**src/rtl/page_stack_pkg.sv**
```systemverilog
package page_stack_pkg;
  localparam int PAGE_W  = 8;
  localparam int SRC_W   = 5;
  localparam int NUM_SRC = 1 << SRC_W;
  localparam int LEVELS  = 3;

  typedef logic [NUM_SRC*PAGE_W-1:0] mapTable_t;
  typedef logic [NUM_SRC-1:0]        mapValid_t;

  // Strobes from control to datapath
  typedef struct packed {
    logic              push;
    logic              pop;
    logic [LEVELS-1:0] wr;
  } stackCmd_t;

  function automatic mapTable_t defaultMap();
    mapTable_t t;
    t = '0;
    t[2*PAGE_W  +: PAGE_W] = PAGE_W'(8'h02);
    t[7*PAGE_W  +: PAGE_W] = PAGE_W'(8'h0F);
    t[11*PAGE_W +: PAGE_W] = PAGE_W'(8'h00);
    t[13*PAGE_W +: PAGE_W] = PAGE_W'(8'h01);
    t[20*PAGE_W +: PAGE_W] = PAGE_W'(8'h03);
    return t;
  endfunction

  localparam mapValid_t DEFAULT_VALID = mapValid_t'(32'h0010_2884);
endpackage

```
**src/rtl/page_stack_map.sv**
```systemverilog
module page_stack_map
  import page_stack_pkg::*;
#(
  parameter mapTable_t MAP_TABLE = defaultMap(),
  parameter mapValid_t MAP_VALID = DEFAULT_VALID
) (
  input  logic [SRC_W-1:0]  src,
  output logic [PAGE_W-1:0] page
);
  always_comb begin
    if (MAP_VALID[src]) page = MAP_TABLE[src*PAGE_W +: PAGE_W];
    else                page = '0;
  end
endmodule

```
**src/rtl/page_stack_ctrl.sv**
```systemverilog
module page_stack_ctrl
  import page_stack_pkg::*;
(
  input  logic              autoEn,
  input  logic              vecStrobe,
  input  logic              retiStrobe,
  input  logic [LEVELS-1:0] wrReq,
  output stackCmd_t         cmd
);
  logic eventSeen;

  always_comb begin
    eventSeen = autoEn && (vecStrobe || retiStrobe);
    cmd.push  = autoEn && vecStrobe && !retiStrobe;
    cmd.pop   = autoEn && retiStrobe && !vecStrobe;
    // any enabled event (including a clash) blocks software writes
    cmd.wr    = eventSeen ? '0 : wrReq;
  end
endmodule

```
**src/rtl/page_stack_dp.sv**
```systemverilog
module page_stack_dp
  import page_stack_pkg::*;
#(
  parameter int DEPTH = LEVELS,
  parameter int W     = PAGE_W
) (
  input  logic                    clk,
  input  logic                    rst,
  input  stackCmd_t               cmd,
  input  logic [W-1:0]            pushPage,
  input  logic [DEPTH-1:0][W-1:0] wrData,
  output logic [DEPTH-1:0][W-1:0] lvl
);
  for (genvar i = 0; i < DEPTH; i++) begin : g_lvl
    logic [W-1:0] fromAbove;
    logic [W-1:0] fromBelow;

    if (i == 0) begin : g_top
      assign fromAbove = pushPage;
    end else begin : g_mid
      assign fromAbove = lvl[i-1];
    end

    if (i == DEPTH-1) begin : g_bot
      assign fromBelow = lvl[i];
    end else begin : g_up
      assign fromBelow = lvl[i+1];
    end

    always_ff @(posedge clk) begin
      if (rst)             lvl[i] <= '0;
      else if (cmd.push)   lvl[i] <= fromAbove;
      else if (cmd.pop)    lvl[i] <= fromBelow;
      else if (cmd.wr[i])  lvl[i] <= wrData[i];
    end


    sw_write_chk: assert property (@(posedge clk) disable iff (rst)
      (cmd.wr[i] && !cmd.push && !cmd.pop) |=> lvl[i] == $past(wrData[i]));
  end


  push_shift_chk: assert property (@(posedge clk) disable iff (rst)
    cmd.push |=> (lvl[1] == $past(lvl[0])) && (lvl[2] == $past(lvl[1])));


  pop_shift_chk: assert property (@(posedge clk) disable iff (rst)
    cmd.pop |=> (lvl[0] == $past(lvl[1])) && (lvl[1] == $past(lvl[2]))
                && (lvl[2] == $past(lvl[2])));


  idle_hold_chk: assert property (@(posedge clk) disable iff (rst)
    (!cmd.push && !cmd.pop && cmd.wr == '0) |=> $stable(lvl));
endmodule

```
**src/rtl/page_stack.sv**
```systemverilog
module page_stack
  import page_stack_pkg::*;
#(
  parameter mapTable_t MAP_TABLE = defaultMap(),
  parameter mapValid_t MAP_VALID = DEFAULT_VALID
) (
  input  logic              clk,
  input  logic              rst,
  input  logic              autoEn,
  input  logic              vecStrobe,
  input  logic [SRC_W-1:0]  vecSrc,
  input  logic              retiStrobe,
  input  logic              wrTopEn,
  input  logic [PAGE_W-1:0] wrTopData,
  input  logic              wrNextEn,
  input  logic [PAGE_W-1:0] wrNextData,
  input  logic              wrLastEn,
  input  logic [PAGE_W-1:0] wrLastData,
  output logic [PAGE_W-1:0] curPage,
  output logic [PAGE_W-1:0] nextPage,
  output logic [PAGE_W-1:0] lastPage
);
  stackCmd_t                     cmd;
  logic [PAGE_W-1:0]             mappedPage;
  logic [LEVELS-1:0][PAGE_W-1:0] wrData;
  logic [LEVELS-1:0][PAGE_W-1:0] lvl;

  assign wrData = {wrLastData, wrNextData, wrTopData};

  page_stack_map #(.MAP_TABLE(MAP_TABLE), .MAP_VALID(MAP_VALID)) u_map (
    .src (vecSrc),
    .page(mappedPage)
  );

  page_stack_ctrl u_ctrl (
    .autoEn    (autoEn),
    .vecStrobe (vecStrobe),
    .retiStrobe(retiStrobe),
    .wrReq     ({wrLastEn, wrNextEn, wrTopEn}),
    .cmd       (cmd)
  );

  page_stack_dp #(.DEPTH(LEVELS), .W(PAGE_W)) u_dp (
    .clk     (clk),
    .rst     (rst),
    .cmd     (cmd),
    .pushPage(mappedPage),
    .wrData  (wrData),
    .lvl     (lvl)
  );

  assign curPage  = lvl[0];
  assign nextPage = lvl[1];
  assign lastPage = lvl[2];


  map_load_chk: assert property (@(posedge clk) disable iff (rst)
    (autoEn && vecStrobe && !retiStrobe) |=> curPage == $past(mappedPage));


  gate_off_chk: assert property (@(posedge clk) disable iff (rst)
    (!autoEn && !wrTopEn && !wrNextEn && !wrLastEn)
      |=> $stable(curPage) && $stable(nextPage) && $stable(lastPage));


  clash_hold_chk: assert property (@(posedge clk) disable iff (rst)
    (autoEn && vecStrobe && retiStrobe)
      |=> $stable(curPage) && $stable(nextPage) && $stable(lastPage));


  collide_chk: assert property (@(posedge clk) disable iff (rst)
    (autoEn && vecStrobe && !retiStrobe && wrNextEn) |=> nextPage == $past(curPage));
endmodule

```
**config.mk**
```make
export PLATFORM = sky130hd
export DESIGN_NAME = page_stack
export DESIGN_NICKNAME = d
export VERILOG_FILES = /design/src/rtl/page_stack_pkg.sv /design/src/rtl/page_stack_map.sv /design/src/rtl/page_stack_ctrl.sv /design/src/rtl/page_stack_dp.sv /design/src/rtl/page_stack.sv
export SDC_FILE = /design/constraint.sdc
export NUM_CORES = 1
export LEC_CHECK = 0
export BUFFER_PORTS_ARGS = -buffer_cell sky130_fd_sc_hd__buf_2
export CAP_MARGIN = 10
export CORE_MARGIN = 1
export CORE_UTILIZATION = 51
export CTS_CLUSTER_SIZE = 12
export DETAILED_ROUTE_END_ITERATION = 6
export GPL_TIMING_DRIVEN = 1
export PLACE_DENSITY = 0.89
export SETUP_SLACK_MARGIN = 0.5
export SYNTH_ARGS = -nofsm -noshare
export SYNTH_HDL_FRONTEND = slang
export SYNTH_SLANG_ARGS = --single-unit
```
**constraint.sdc**
```tcl
create_clock -name clk -period 3.1 [get_ports clk]
set_clock_uncertainty 0.15 [all_clocks]
set_input_delay 0.93 -clock clk [delete_from_list [all_inputs] [get_ports clk]]
set_output_delay 0.93 -clock clk [all_outputs]
set_load 0.02 [all_outputs]
```
# Word level (Yosys, flattened, before mapping)
# Memory sizes are Yosys's and may differ from the RTL's.
# Index checks and enable logic that the tools add are counted.
# totals
mem_count	1
mem_bits_rw	0
latchBits	0
reg_bits	24
word_cells	31
rom_bits	32
# mem_list
name	words	width	read_ports	rd_clocked_by_memory_dff	wr	line_no	rtl
(name not given)	32	1	1	0	0	page_stack_map.sv:11	if (MAP_VALID[src]) page = MAP_TABLE[src*PAGE_W +: PAGE_W];
# op_classes
addsub	0
n_reduce_logical	12
n_lt_le_gt_ge	1
muxes	12
div_mod_pow	0
mul	0
n_shift	1
bitwise_logic	0
eq_ne	1
# ops
op	count
256-bit by 9-bit variable part select with 8-bit output, first input constant	1
8-bit two-way mux	10
5-bit by 6-bit less-than comparator with 1-bit output, second input constant	1
3-bit nonzero test	2
1-bit logical AND	5
3-bit two-way mux	1
1-bit zero test	2
2-bit by 1-bit != test with 1-bit output, second input constant	1
2-bit AND reduction	1
2-bit nonzero test	1
1-bit logical OR	1
1-bit two-way mux	1

# Longest topological paths before layout
# Gate-level depths: netlist of the first run.
# logic_depth
ltp_word	6
ltp_mapped	7
depth_no_buf	4

# Cells and area by module
# From an unflattened synthesis of the first run, not the netlist that was laid out.
# hier_totals
hier_cells	160
hier_area_um2	1515.2
# modules_own_cells
mod	instances	area_each_um2	cells_each	seq_area_each_um2
page_stack_dp	1	1346.3	138	480.5
page_stack_map	1	123.9	15	0.0
page_stack_ctrl	1	45.0	7	0.0

# Least setup slack after synthesis of the first run
# No wires, ideal clock.
# synth_path
path_kind	input -> register
startpoint	input vecStrobe
endpoint	register u_dp.lvl, in the netlist u_dp.g_lvl[0].fromBelow[4]
slack_ps	928
path_buffers	3
setup_time_ps	137
required_ps	2813
arrival_ps	1885
path_stages	7
cell_sequence	buf_6 > nor2b_4 > buf_6 > buf_6 > a22o_1 > a221oi_2 > nor3_2
# synth_between
elab_chain_len	4
elab_cells_between_ends	10
classes_between	mux: 3; reduce/logical: 7
# synth_rtl
item	line_no	rtl
start: declaration	page_stack.sv:10	input logic vecStrobe,
1-bit logical OR or 1-bit zero test (tied branches)	page_stack_ctrl.sv:13, page_stack_ctrl.sv:15	
1-bit logical AND (on tied branches)	page_stack_ctrl.sv:13, page_stack_ctrl.sv:15	
3-bit two-way mux or 8-bit two-way mux (tied branches)	page_stack_ctrl.sv:17, page_stack_dp.sv:33	
3-bit nonzero test (no source line) or 8-bit two-way mux (tied branches)	--	
end signal: indexed assignment	page_stack_dp.sv:32	else if (cmd.push) lvl[i] <= fromAbove;
end signal: indexed assignment	page_stack_dp.sv:33	else if (cmd.pop) lvl[i] <= fromBelow;
end signal: indexed assignment	page_stack_dp.sv:34	else if (cmd.wr[i]) lvl[i] <= wrData[i];
end: declaration	page_stack_dp.sv:12	output logic [DEPTH-1:0][W-1:0] lvl
# Parallel ways exist; a longest one is shown, timed or not.
# A chain may end at the register's enable or synchronous reset.

# Worst setup path in the final report of the first run
# layout_path
startpoint	input autoEn
endpoint	register u_dp.lvl, in the netlist u_dp.g_lvl[1].fromBelow[3]
# layout_between
elab_chain_len	4
elab_cells_between_ends	10
classes_between	eq/ne: 1; mux: 2; reduce/logical: 7
# layout_rtl
item	line_no	rtl
start: declaration	page_stack.sv:9	input logic autoEn,
1-bit logical AND (on tied branches)	page_stack_ctrl.sv:15, page_stack_ctrl.sv:13, page_stack_ctrl.sv:14	
1-bit logical AND, or another cell as far along	page_stack_ctrl.sv:15	cmd.pop = autoEn && retiStrobe && !vecStrobe;
2-bit by 1-bit != test with 1-bit output (no source line) or 2-bit nonzero test (tied branches)	--	
2-bit AND reduction (no source line)	--	
# Parallel ways exist; a longest one is shown, timed or not.

==> metrics.txt, run 1 <==
outcome=finished, final reports clean; Net Sw Frac=35.5%; total placed cells including tap cells=239; Compound-Gate Fraction of Synth Area=32.0%; critical path's top delay family=compound AO/OA/AOI/OAI gates; Critical Path Fanout Max=16; setup TNS=0 ns; vias per cell=6.21; Synth Area in Adders=0%; antenna cells=0; Mapped Nets=194; core area=2730 um2; Initial Util=53.9%; average wire per standard cell=about 16 um; Final Util=64.4%; Synth Cell Area=1470 um2; Nets=250; WL met3=266 um; max cap viols=0; Netlist cell types=just over 40; Leakage Power=0.775 nW; drt first pass iters=4; initial antenna violation count=0; total gr overflow=0; CP endpoint kind=flip-flop; Global Route Usage Sum=25.6%; fin cells=~240; highest metal used=met4; worst vdd ir=0.353 mV; final clock period utilization by the worst path=between 60% and 70%; cell with the most instances after synthesis=dfxtp_1; first-pass GRT wire length=between 6000 and 7000 um; Yosys top cell by area=dfxtp_1; P_sw=between 0.2 and 0.3 mW; fin. max-slew vios=0; Post-Route M1 WL=1760 um; Worst-path clk slew=0.14 ns; Antenna Nets Post-Route=0; clock share of power=20.2%; Post-Synth XOR/XNOR Area=1.19%; largest net degree at the start of global routing=25; Final setup viols=0; met2 wire length=1850 um; routed wire length=3930 um; share of synthesized registers carrying an async set or reset=0%; Power Dens Cells=between 400 and 500 nW/um2; FP Rows=19; clock buffer depth=2; CTS Buf Count=3; Post-CTS Hold Buffers=0; later-pin clock latency in the skew report=0.33 ns; RSZ-0062 raised after global routing=no; Mapped Avg Cell Area=9.38 um2; hold_ws=0.360 ns; # fillers=roughly 240; Synth area leaders=dfxtp_1 (33%), a221oi_2 (8.2%), nor3_2 (6.1%); half-perimeter wire length after placement=about 2900 um; fraction of final layout cells sized beyond drive strength 1=43.1%; drt drc=0; #FFs+latches synth=24; DIE AREA=3110 um2; Worst Hold Class=reg2reg; post-synth top area share=between 30% and 40%; combinational share of power=30.4%; Critical Path, Cell by Cell=buf_2, a21oi_1, a21oi_2, nor2_1, a311oi_1; sum of buffers and inverters on the critical path=1; WP data arrival=2.22 ns; post-synthesis simple-gate area fraction=25.1%; CP max stage cell=a21oi_2; die height=between 50 and 60 um; port bufs=60; post-CTS setup buffer count=0; IO Pins=61; # H-tree levels=1; Int Pwr=roughly 0.47 mW; EDFF count, synth=0; CTS Root Buffer Type=clkbuf_4; post-CTS sizing=0; critical path's largest stage delay=0.55 ns; most frequent cells after synthesis=dfxtp_1 (24), nor2_1 (23), nand3_1 (10); largest family of logic cells by synthesized area=compound AO/OA/AOI/OAI gates; relative slew slack=52.3%; GPL Wtd Cong=roughly 0.77; mux share of post-synthesis cell area=between 2 and 3%; area grow syn2layout=19.5%; via count=1,502; required time of the critical path=3.19 ns; Final Hold Fails=0; critical path launch point type=input pin; min Tclk post-route=2.13 ns; yosys synthesis warning count=0; FMAX=0.469 GHz; dominant synthesized flop cell=dfxtp_1; vias in the first global route=1,381; Flop pwr share=49.5%; Mapped Cells=157; Die W=55.7 um; CTS sink cnt=24; CTS tree=done; Worst-Margin Slew=about 0.72 ns; Setup CP Type=in2reg; sequential area share after synthesis=32.6%; initial DRC count=60
[worst register-to-register path, delay by kind of cell, from the launching register on]
family          cells  cell delay (ns)
flops               1             0.38
compound gates      2             0.29
mux                 1             0.27
[logic make-up after synthesis]
logic type,count (synthesis)
flip-flops,24
AND/OR/NAND/NOR,64
AO/OA/AOI/OAI,51
buffers and inverters,12
multiplexers,4
XOR/XNOR,2
[cell type report]
type,count,area (um2),area share [%]
clock buffers,3,22.5,1.28
inverters,1,3.75,0.213
flip-flops and latches,24,480,27.3
multi-input cells,121,900,51.1
well taps,31,38.8,2.20
repair buffers,62,315,17.9
[power groups by stage]
stage	combinational, mW	clock (mW)	sequential (mW)
CTS	0.219	0.147	0.358
floorplan	0.121	0	0.391
detailed placement	0.219	0	0.365
finish	0.220	0.146	0.359
global route	0.236	0.156	0.362
global placement	0.214	0	0.365
[state kept, by name, summed over array words and instances (netlist names)]
name,count
u_dp.g_lvl.fromAbove,8
u_dp.g_lvl.fromBelow,16
[path summary, 6_finish.rpt]
kind                              startpoint                          to  slack (ns)  cells after the start
setup reg to reg  u_dp.g_lvl[1].fromAbove[0]  u_dp.g_lvl[1].fromAbove[0]        1.89                      3
hold reg to reg   u_dp.g_lvl[1].fromAbove[7]  u_dp.g_lvl[1].fromAbove[7]        0.36                      2
hold / removal    u_dp.g_lvl[1].fromAbove[7]  u_dp.g_lvl[1].fromAbove[7]        0.36                      2
setup / recovery                      autoEn  u_dp.g_lvl[1].fromBelow[3]        0.97                      5
[layer usage]
metal | track usage [%] | up-vias
met3 | 5.12 | 8
met4 | 7.14 | 0
met5 | 0 | -
li1 | - | 718
met2 | 39.6 | 57
met1 | 36.3 | 719
[cells in the final DEF (no fill, tap or decap), types with 2 or more instances in the layout]
cell,count
o21a_1,2
and2_1,3
a222oi_1,3
a21oi_1,6
nor2_1,23
nand3_1,10
a221oi_2,8
nor2b_1,2
nor3b_1,2
mux2i_1,3
nor3_2,9
a32oi_1,2
buf_2,60
o21ai_1,2
o21ai_4,2
o21ai_0,2
a22o_1,8
dfxtp_1,24
nor2b_4,2
nand2_1,9
clkbuf_4,3
buf_4,2
xnor2_1,2
a311oi_1,7
[metrics by stage]
step | setup slack, ns | total power [mW] | area [um2]
2_1_floorplan | 0.928 | 0.512 | 1470
3_3_place_gp | 0.716 | 0.578 | 1740
3_5_place_dp | 0.632 | 0.584 | 1740
4_1_cts | 0.983 | 0.724 | 1760
5_1_grt | 0.834 | 0.754 | 1760
6_report | 0.969 | 0.725 | 1760
Power figures use the tool's default switching activity.
==> run 2: changes to the inputs <==
CORE_UTILIZATION = 48   (was 51)
PLACE_DENSITY = 0.85   (was 0.89)
clock period = 2 ns   (was 3.1 ns; I/O delays follow)
==> metrics.txt, run 2 (synthesized netlist as in run 1, its figures left out) <==
critical path's largest stage delay=0.38 ns (-0.17 ns); failing checks=DRC; Worst-path clk slew=0.13 ns (about the same); fraction of final layout cells sized beyond drive strength 1=63.6% (+20 points); port bufs=60 (unchanged); Cell Area, Placed=1810 um2 (+4.1%); multi-input logic area=960 um2 (+6.7%); first-pass GRT wire length=7430 um (+17%); initial antenna violation count=0 (unchanged); total gr overflow=0 (unchanged); vias in the first global route=1,608 (+16%); RSZ-0062 raised after global routing=yes; total chip power=1.35 mW (+86%); FMAX=0.637 GHz; via count=1,704 (+13%); IO Pins=61 (unchanged); Setup CP Type=reg2out; CTS Root Buffer Type=clkbuf_4; GPL Wtd Cong=0.806 (+4.0%); Final Instance Area=2360 um2 (+34%); clock buffer depth=2 (unchanged); core area=2830 um2 (+3.5%); max reg flops=16 (unchanged); Final Util=83.4% (+19 points); vias per cell=6.06 (-2.3%); FP Rows=19 (unchanged); required time of the critical path=1.25 ns (-1.94 ns); Nets=288 (+15%); sum of buffers and inverters on the critical path=1 (unchanged); half-perimeter wire length after placement=2920 um (+2.3%); Flop pwr share=41.5% (-8.0 points); CP Launch Point=u_dp.g_lvl[1].fromAbove[5]; CTS sink cnt=24 (unchanged); Post-CTS Hold Buffers=0 (unchanged); P_sw=0.444 mW (+72%); fin. max-slew vios=0 (unchanged); commonest cells after routing, fill and taps aside=buf_2 (34), buf_4 (33), buf_6 (30), dfxtp_2 (24), nor2_1 (22); min Tclk post-route=1.57 ns; outcome=complete, but fails checks; Int Pwr=0.905 mW (+93%); final clock period utilization by the worst path=78.5%; commonest non-fill, non-tap cell in the layout=buf_2; CP endpoint kind=primary output; DIE AREA=3290 um2 (+6.0%); fin cells=281 (+16%); drt drc=4 (+4); WP data arrival=0.82 ns (-1.40 ns); Final setup viols=0 (unchanged); Net Sw Frac=32.9% (-2.6 points); Die W=57.4 um (+3.0%); Critical Path, Cell by Cell=buf_6; initial DRC count=71 (+18%); CP max stage cell=dfxtp_2; Worst Hold Class=in2reg; Worst-Margin Slew=0.564 ns (-0.152 ns); # H-tree levels=1 (unchanged); area grow syn2layout=60.2%; worst vdd ir=0.368 mV (+4.3%); Critical Path Fanout Max=3 (-13); relative slew slack=62.4% (+10 points); antenna cells=0 (unchanged); hold wc startpoint=wrLastData[1]; CTS Buf Count=3 (unchanged); drt first pass iters=6 (+2); Final Hold Fails=0 (unchanged); max cap viols=0 (unchanged); # fillers=167 (-31%); R2R Path Start=u_dp.g_lvl[1].fromAbove[6]; Leakage Power=1.04 nW (+35%); Antenna Nets Post-Route=0 (unchanged); Initial Util=52.1% (-1.8 points); clock share of power=19.4% (-0.8 points); die height=57.4 um (+3.0%); routed wire length=4960 um (+26%); critical path's top delay family=flip-flops; largest net degree at the start of global routing=25 (unchanged); later-pin clock latency in the skew report=0.32 ns (about the same); CTS tree=done; Power Dens Cells=571 nW/um2 (+39%); register area=510 um2 (+6.3%); average wire per standard cell=17.7 um (+8.7%); total placed cells including tap cells=246 (+2.9%); critical path launch point type=flip-flop; Global Route Usage Sum=29.9% (+4.3 points); combinational share of power=39.2% (+8.8 points)
-- run 2: cell types whose count changed in the layout (fill, tap and decap cells not counted), moves of 24 or more --
| cell | before | now |
|---|---|---|
| buf_4 | 2 | 33 |
| buf_6 | 0 | 30 |
| buf_2 | 60 | 34 |
| dfxtp_1 | 24 | 0 |
| dfxtp_2 | 0 | 24 |
-- run 2: power groups by stage --
stage | Combinational (mW) | Clock, mW | Sequential [mW]
detailed placement | 0.355 | 0 | 0.566
global placement | 0.347 | 0 | 0.566
global route | 0.561 | 0.279 | 0.562
CTS | 0.483 | 0.266 | 0.556
floorplan | 0.193 | 0 | 0.606
finish | 0.528 | 0.261 | 0.560
-- run 2: through the flow --
step / hold WS [ns] / worst slack (ns) / TNS (ns)
CTS: 0.353 / 0.420 / 0
finish: 0.373 / 0.430 / 0
detailed placement: 0.326 / -0.0201 / -0.0278
floorplan: 0.389 / 0.162 / 0
global placement: 0.316 / 0.0432 / 0
global route: 0.369 / 0.400 / 0
-- run 2: path summary, 6_finish.rpt --
kind | to | slack, ns | cells after the start
min reg2reg | u_dp.g_lvl[1].fromAbove[4] | 0.41 | 2
max reg2reg | u_dp.g_lvl[0].fromBelow[6] | 0.57 | 5
max | curPage[5] | 0.43 | 1
min | u_dp.g_lvl[1].fromBelow[1] | 0.37 | 3
-- run 2: cell type report --
cell class | count | share of cell area (%)
tap | 31 | 1.64
timing repair buffer | 100 | 34.4
inverter | 1 | 0.159
multi-input combinational | 121 | 40.7
sequential | 24 | 21.6
clock buffer | 4 | 1.54
-- run 2: routing by layer --
layer  routed length (um)  vias up  share of wire, %  GRT usage [%]
li1                     -      792                 -              -
met1                 2000      816                40           35.2
met2                 2550       86                51           54.8
met3                  335       10               6.7           5.22
met4                   75        0               1.5           8.71
met5                    0        -                 0              0
-- run 2: timing repair --
action                     CTS  global route
buffers inserted            25             5
setup endpoints to repair   43            40
pin swaps                    8             6
cloned                       0             1
gates resized for setup     82            13
==> run 3: changes to the inputs <==
ABC_AREA = 1   (was default)
CORE_UTILIZATION = 47   (was 48)
PLACE_DENSITY = 0.84   (was 0.85)
clock period = 1.6 ns   (was 2 ns; I/O delays follow)
==> metrics.txt, run 3 <==
Synth area leaders=dfxtp_1 (34%), nand2_1 (26%), nand3_1 (6.7%); error msg=[ERROR DPL-0038] Utilization greater than 100%, impossible to legalize; CTS Root Buffer Type=clkbuf_4; Mapped Nets=271 (+40%); FP Rows=19 (unchanged); most frequent cells after synthesis=nand2_1 (96), dfxtp_1 (24), inv_1 (23); GPL Wtd Cong=0.891 (+11%); Yosys top cell by area=dfxtp_1; outcome=stopped before the end; Die W=56.8 um (-0.99%); EDFF count, synth=0 (unchanged); GRT worst endpoint=nextPage[0]; Netlist cell types=16 (-61%); largest net degree at the start of global routing=17; post-synth top area share=34.0% (+1.4 points); Place WS=-0.134 ns (-0.113 ns); Post-CTS Hold Buffers=0 (unchanged); dominant synthesized flop cell=dfxtp_1; clock buffer depth=2 (unchanged); IO Pins=61 (unchanged); die height=56.8 um (-0.99%); Initial Util=50.4% (-1.7 points); cell with the most instances after synthesis=nand2_1; #FFs+latches synth=24 (unchanged); CTS sink cnt=24 (unchanged); yosys synthesis warning count=0 (unchanged); CTS Buf Count=3 (unchanged); half-perimeter wire length after placement=3040 um (+4.2%); # H-tree levels=1 (unchanged); worst_ep kind=top-level output; Mapped Cells=234 (+49%); Synth Cell Area=1410 um2 (-4.1%); Mapped Avg Cell Area=6.04 um2 (-36%); port bufs=60 (unchanged); sequential area share after synthesis=34.0% (+1.4 points); Last stage=global routing (5_1_grt); share of synthesized registers carrying an async set or reset=0% (unchanged)
==> run 3: kinds of logic after synthesis <==
kind of cell           synth area share (%)
buffers and inverters                  10.3
AND/OR/NAND/NOR                        42.6
AO/OA/AOI/OAI                          13.1
flip-flops                             34.0
==> run 3: metrics by stage <==
step / setup TNS (ns) / instances / utilization (%) / instance area (um2) / hold slack [ns]
2_1_floorplan: 0 / 234 / - / 1540 / 0.391
3_5_place_dp: -2.38 / 333 / 69.4 / 1950 / 0.325
3_3_place_gp: -1.70 / 333 / 69.4 / 1950 / 0.313
4_1_cts: 0 / 365 / 93.3 / 2620 / 0.293
==> run 3: what timing repair did <==
item,in CTS
gates resized for setup,135
cloned,3
pin swaps,24
buffers inserted,26
setup endpoints to repair,48
==> run 4: changes to the inputs <==
CORE_AREA = 2 2 63 65   (was default)
CORE_MARGIN = default   (was 1)
CORE_UTILIZATION = default   (was 47)
CTS_CLUSTER_SIZE = default   (was 12)
DIE_AREA = 0 0 65 67   (was default)
PLACE_DENSITY = default   (was 0.84)
PLACE_DENSITY_LB_ADDON = 0.15   (was default)
SETUP_SLACK_MARGIN = default   (was 0.5)
==> metrics.txt, run 4 <==
sequential area share after synthesis=34.0% (unchanged); Post-Synth XOR/XNOR Area=0% (unchanged); Yosys top cell by area=dfxtp_1; average wire per standard cell=11.4 um; initial antenna violation count=0; post-CTS sizing=0 (-100%); critical path's largest stage delay=~0.40 ns; RSZ-0062 raised after global routing=no; Mapped Cells=234 (unchanged); largest net degree at the start of global routing=19; Mapped Avg Cell Area=6.04 um2 (unchanged); fin. max-slew vios=0; later-pin clock latency in the skew report=0.27 ns; port bufs=60 (unchanged); Antenna Nets Post-Route=0; core area=3610 um2; post-CTS setup buffer count=0 (-100%); vias per cell=around 4.8; EDFF count, synth=0 (unchanged); #FFs+latches synth=24 (unchanged); drt drc=0; total chip power=1.66 mW; Worst-Margin Slew=0.315 ns; Synth area leaders=dfxtp_1 (34%), nand2_1 (26%), nand3_1 (6.7%); Synth Cell Area=1410 um2 (unchanged); Post-CTS Hold Buffers=0 (unchanged); Global Route Usage Sum=19.5%; max reg flops=16; required time of the critical path=0.97 ns; fraction of final layout cells sized beyond drive strength 1=27.7%; CTS Root Buffer Type=clkbuf_8; Synth Area in Adders=0% (unchanged); share of synthesized registers carrying an async set or reset=0% (unchanged); Leakage Power=roughly 1.1 nW; GPL Wtd Cong=0.800 (-10%); die height=67 um (+18%); vias in the first global route=1,561; WP data arrival=0.86 ns; Final Instance Area=1920 um2; hold_ws=0.288 ns; outcome=finished, final reports clean; post-synth top area share=34.0% (unchanged); commonest non-fill, non-tap cell in the layout=nand2_1; Die W=65 um (+14%); post-synthesis simple-gate area fraction=42.6% (unchanged); sum of buffers and inverters on the critical path=1; clock buffer depth=2 (unchanged); first-pass GRT wire length=6580 um; dominant synthesized flop cell=dfxtp_1; Netlist cell types=16 (unchanged); initial DRC count=50; final clock period utilization by the worst path=93.1%; critical path launch point type=flip-flop; Initial Util=39.2% (-11 points); max cap viols=0; total gr overflow=0; critical path's top delay family=flip-flops; CTS tree=done; Final Util=53.2%; half-perimeter wire length after placement=3000 um (-1.3%); # H-tree levels=1 (unchanged); Worst Hold Class=in2reg; antenna cells=0; setup TNS=0 ns; Setup CP Type=reg2out; drt first pass iters=4; yosys synthesis warning count=0 (unchanged); Worst-path clk slew=0.09 ns; Final Hold Fails=0; area grow syn2layout=35.9%; Critical Path, Cell by Cell=buf_2; cell with the most instances after synthesis=nand2_1; commonest cells after routing, fill and taps aside=nand2_1 (96), buf_2 (60), dfxtp_1 (24), inv_1 (22), nor2_1 (21); CTS sink cnt=24 (unchanged); CP max stage cell=dfxtp_1; Critical Path Fanout Max=4; CTS Buf Count=3 (unchanged); mux share of post-synthesis cell area=0% (unchanged); Cell Area, Placed=1850 um2 (-5.0%); largest family of logic cells by synthesized area=simple AND/OR/NAND/NOR gates; FP Rows=22 (+3); Nets=~340; relative slew slack=79.0%; Compound-Gate Fraction of Synth Area=13.1% (unchanged); min Tclk post-route=1.49 ns; Power Dens Cells=864 nW/um2; Mapped Nets=271 (unchanged); worst vdd ir=~0.46 mV; CP endpoint kind=primary output; DIE AREA=~4400 um2; routed wire length=3980 um; FMAX=0.671 GHz; Final setup viols=0; via count=1,684; IO Pins=61 (unchanged); most frequent cells after synthesis=nand2_1 (96), dfxtp_1 (24), inv_1 (23)
[run 4: cell counts after synthesis]
Identical to the previous run, type by type.
[run 4: routing by layer]
metal / global-route usage [%] / wire, um / vias up / share of wire [%]
li1: - / - / 879 / -
met1: 22.0 / 1800 / 758 / 45
met2: 36.9 / 1910 / 43 / 48
met3: 2.70 / 228 / 4 / 5.7
met4: 7.18 / 51 / 0 / 1.3
met5: 0 / 0 / - / 0
[run 4: power by group]
group          switching, mW  leakage [nW]  internal, mW
logic                  0.250         0.847         0.166
clock network          0.213        0.0357         0.335
registers             0.0451         0.199         0.650
[run 4: path summary, 6_finish.rpt]
kind	start	endpoint	slack (ns)	cells past startpoint
setup reg to reg	u_dp.g_lvl[0].fromBelow[1]	u_dp.g_lvl[1].fromAbove[1]	0.62	6
setup / recovery	u_dp.g_lvl[0].fromBelow[0]	nextPage[0]	0.11	1
hold reg to reg	u_dp.g_lvl[1].fromAbove[6]	u_dp.g_lvl[1].fromAbove[6]	0.34	2
hold / removal	rst	u_dp.g_lvl[1].fromAbove[6]	0.29	2
[run 4: kinds of logic after synthesis]
kind of cell | count (synthesis)
and+or+nand+nor | 144
DFF | 24
buffers and inverters | 33
AOI/OAI and AO/OA | 33
[run 4: layout make-up]
type,count,area [um2]
multi-input cells,177,787
inverters,24,90.1
clock buffers,3,41.3
repair buffers,74,430
clock inverters,1,30.0
well taps,48,60.1
flip-flops and latches,24,480
fillers,399,1690
[run 4: per-stage QoR]
stage,worst slack (ns),instances
finish,0.110,351
global route,0.0463,351
CTS,0.104,351
detailed placement,-0.212,347
global placement,-0.0895,347
floorplan,0.134,234
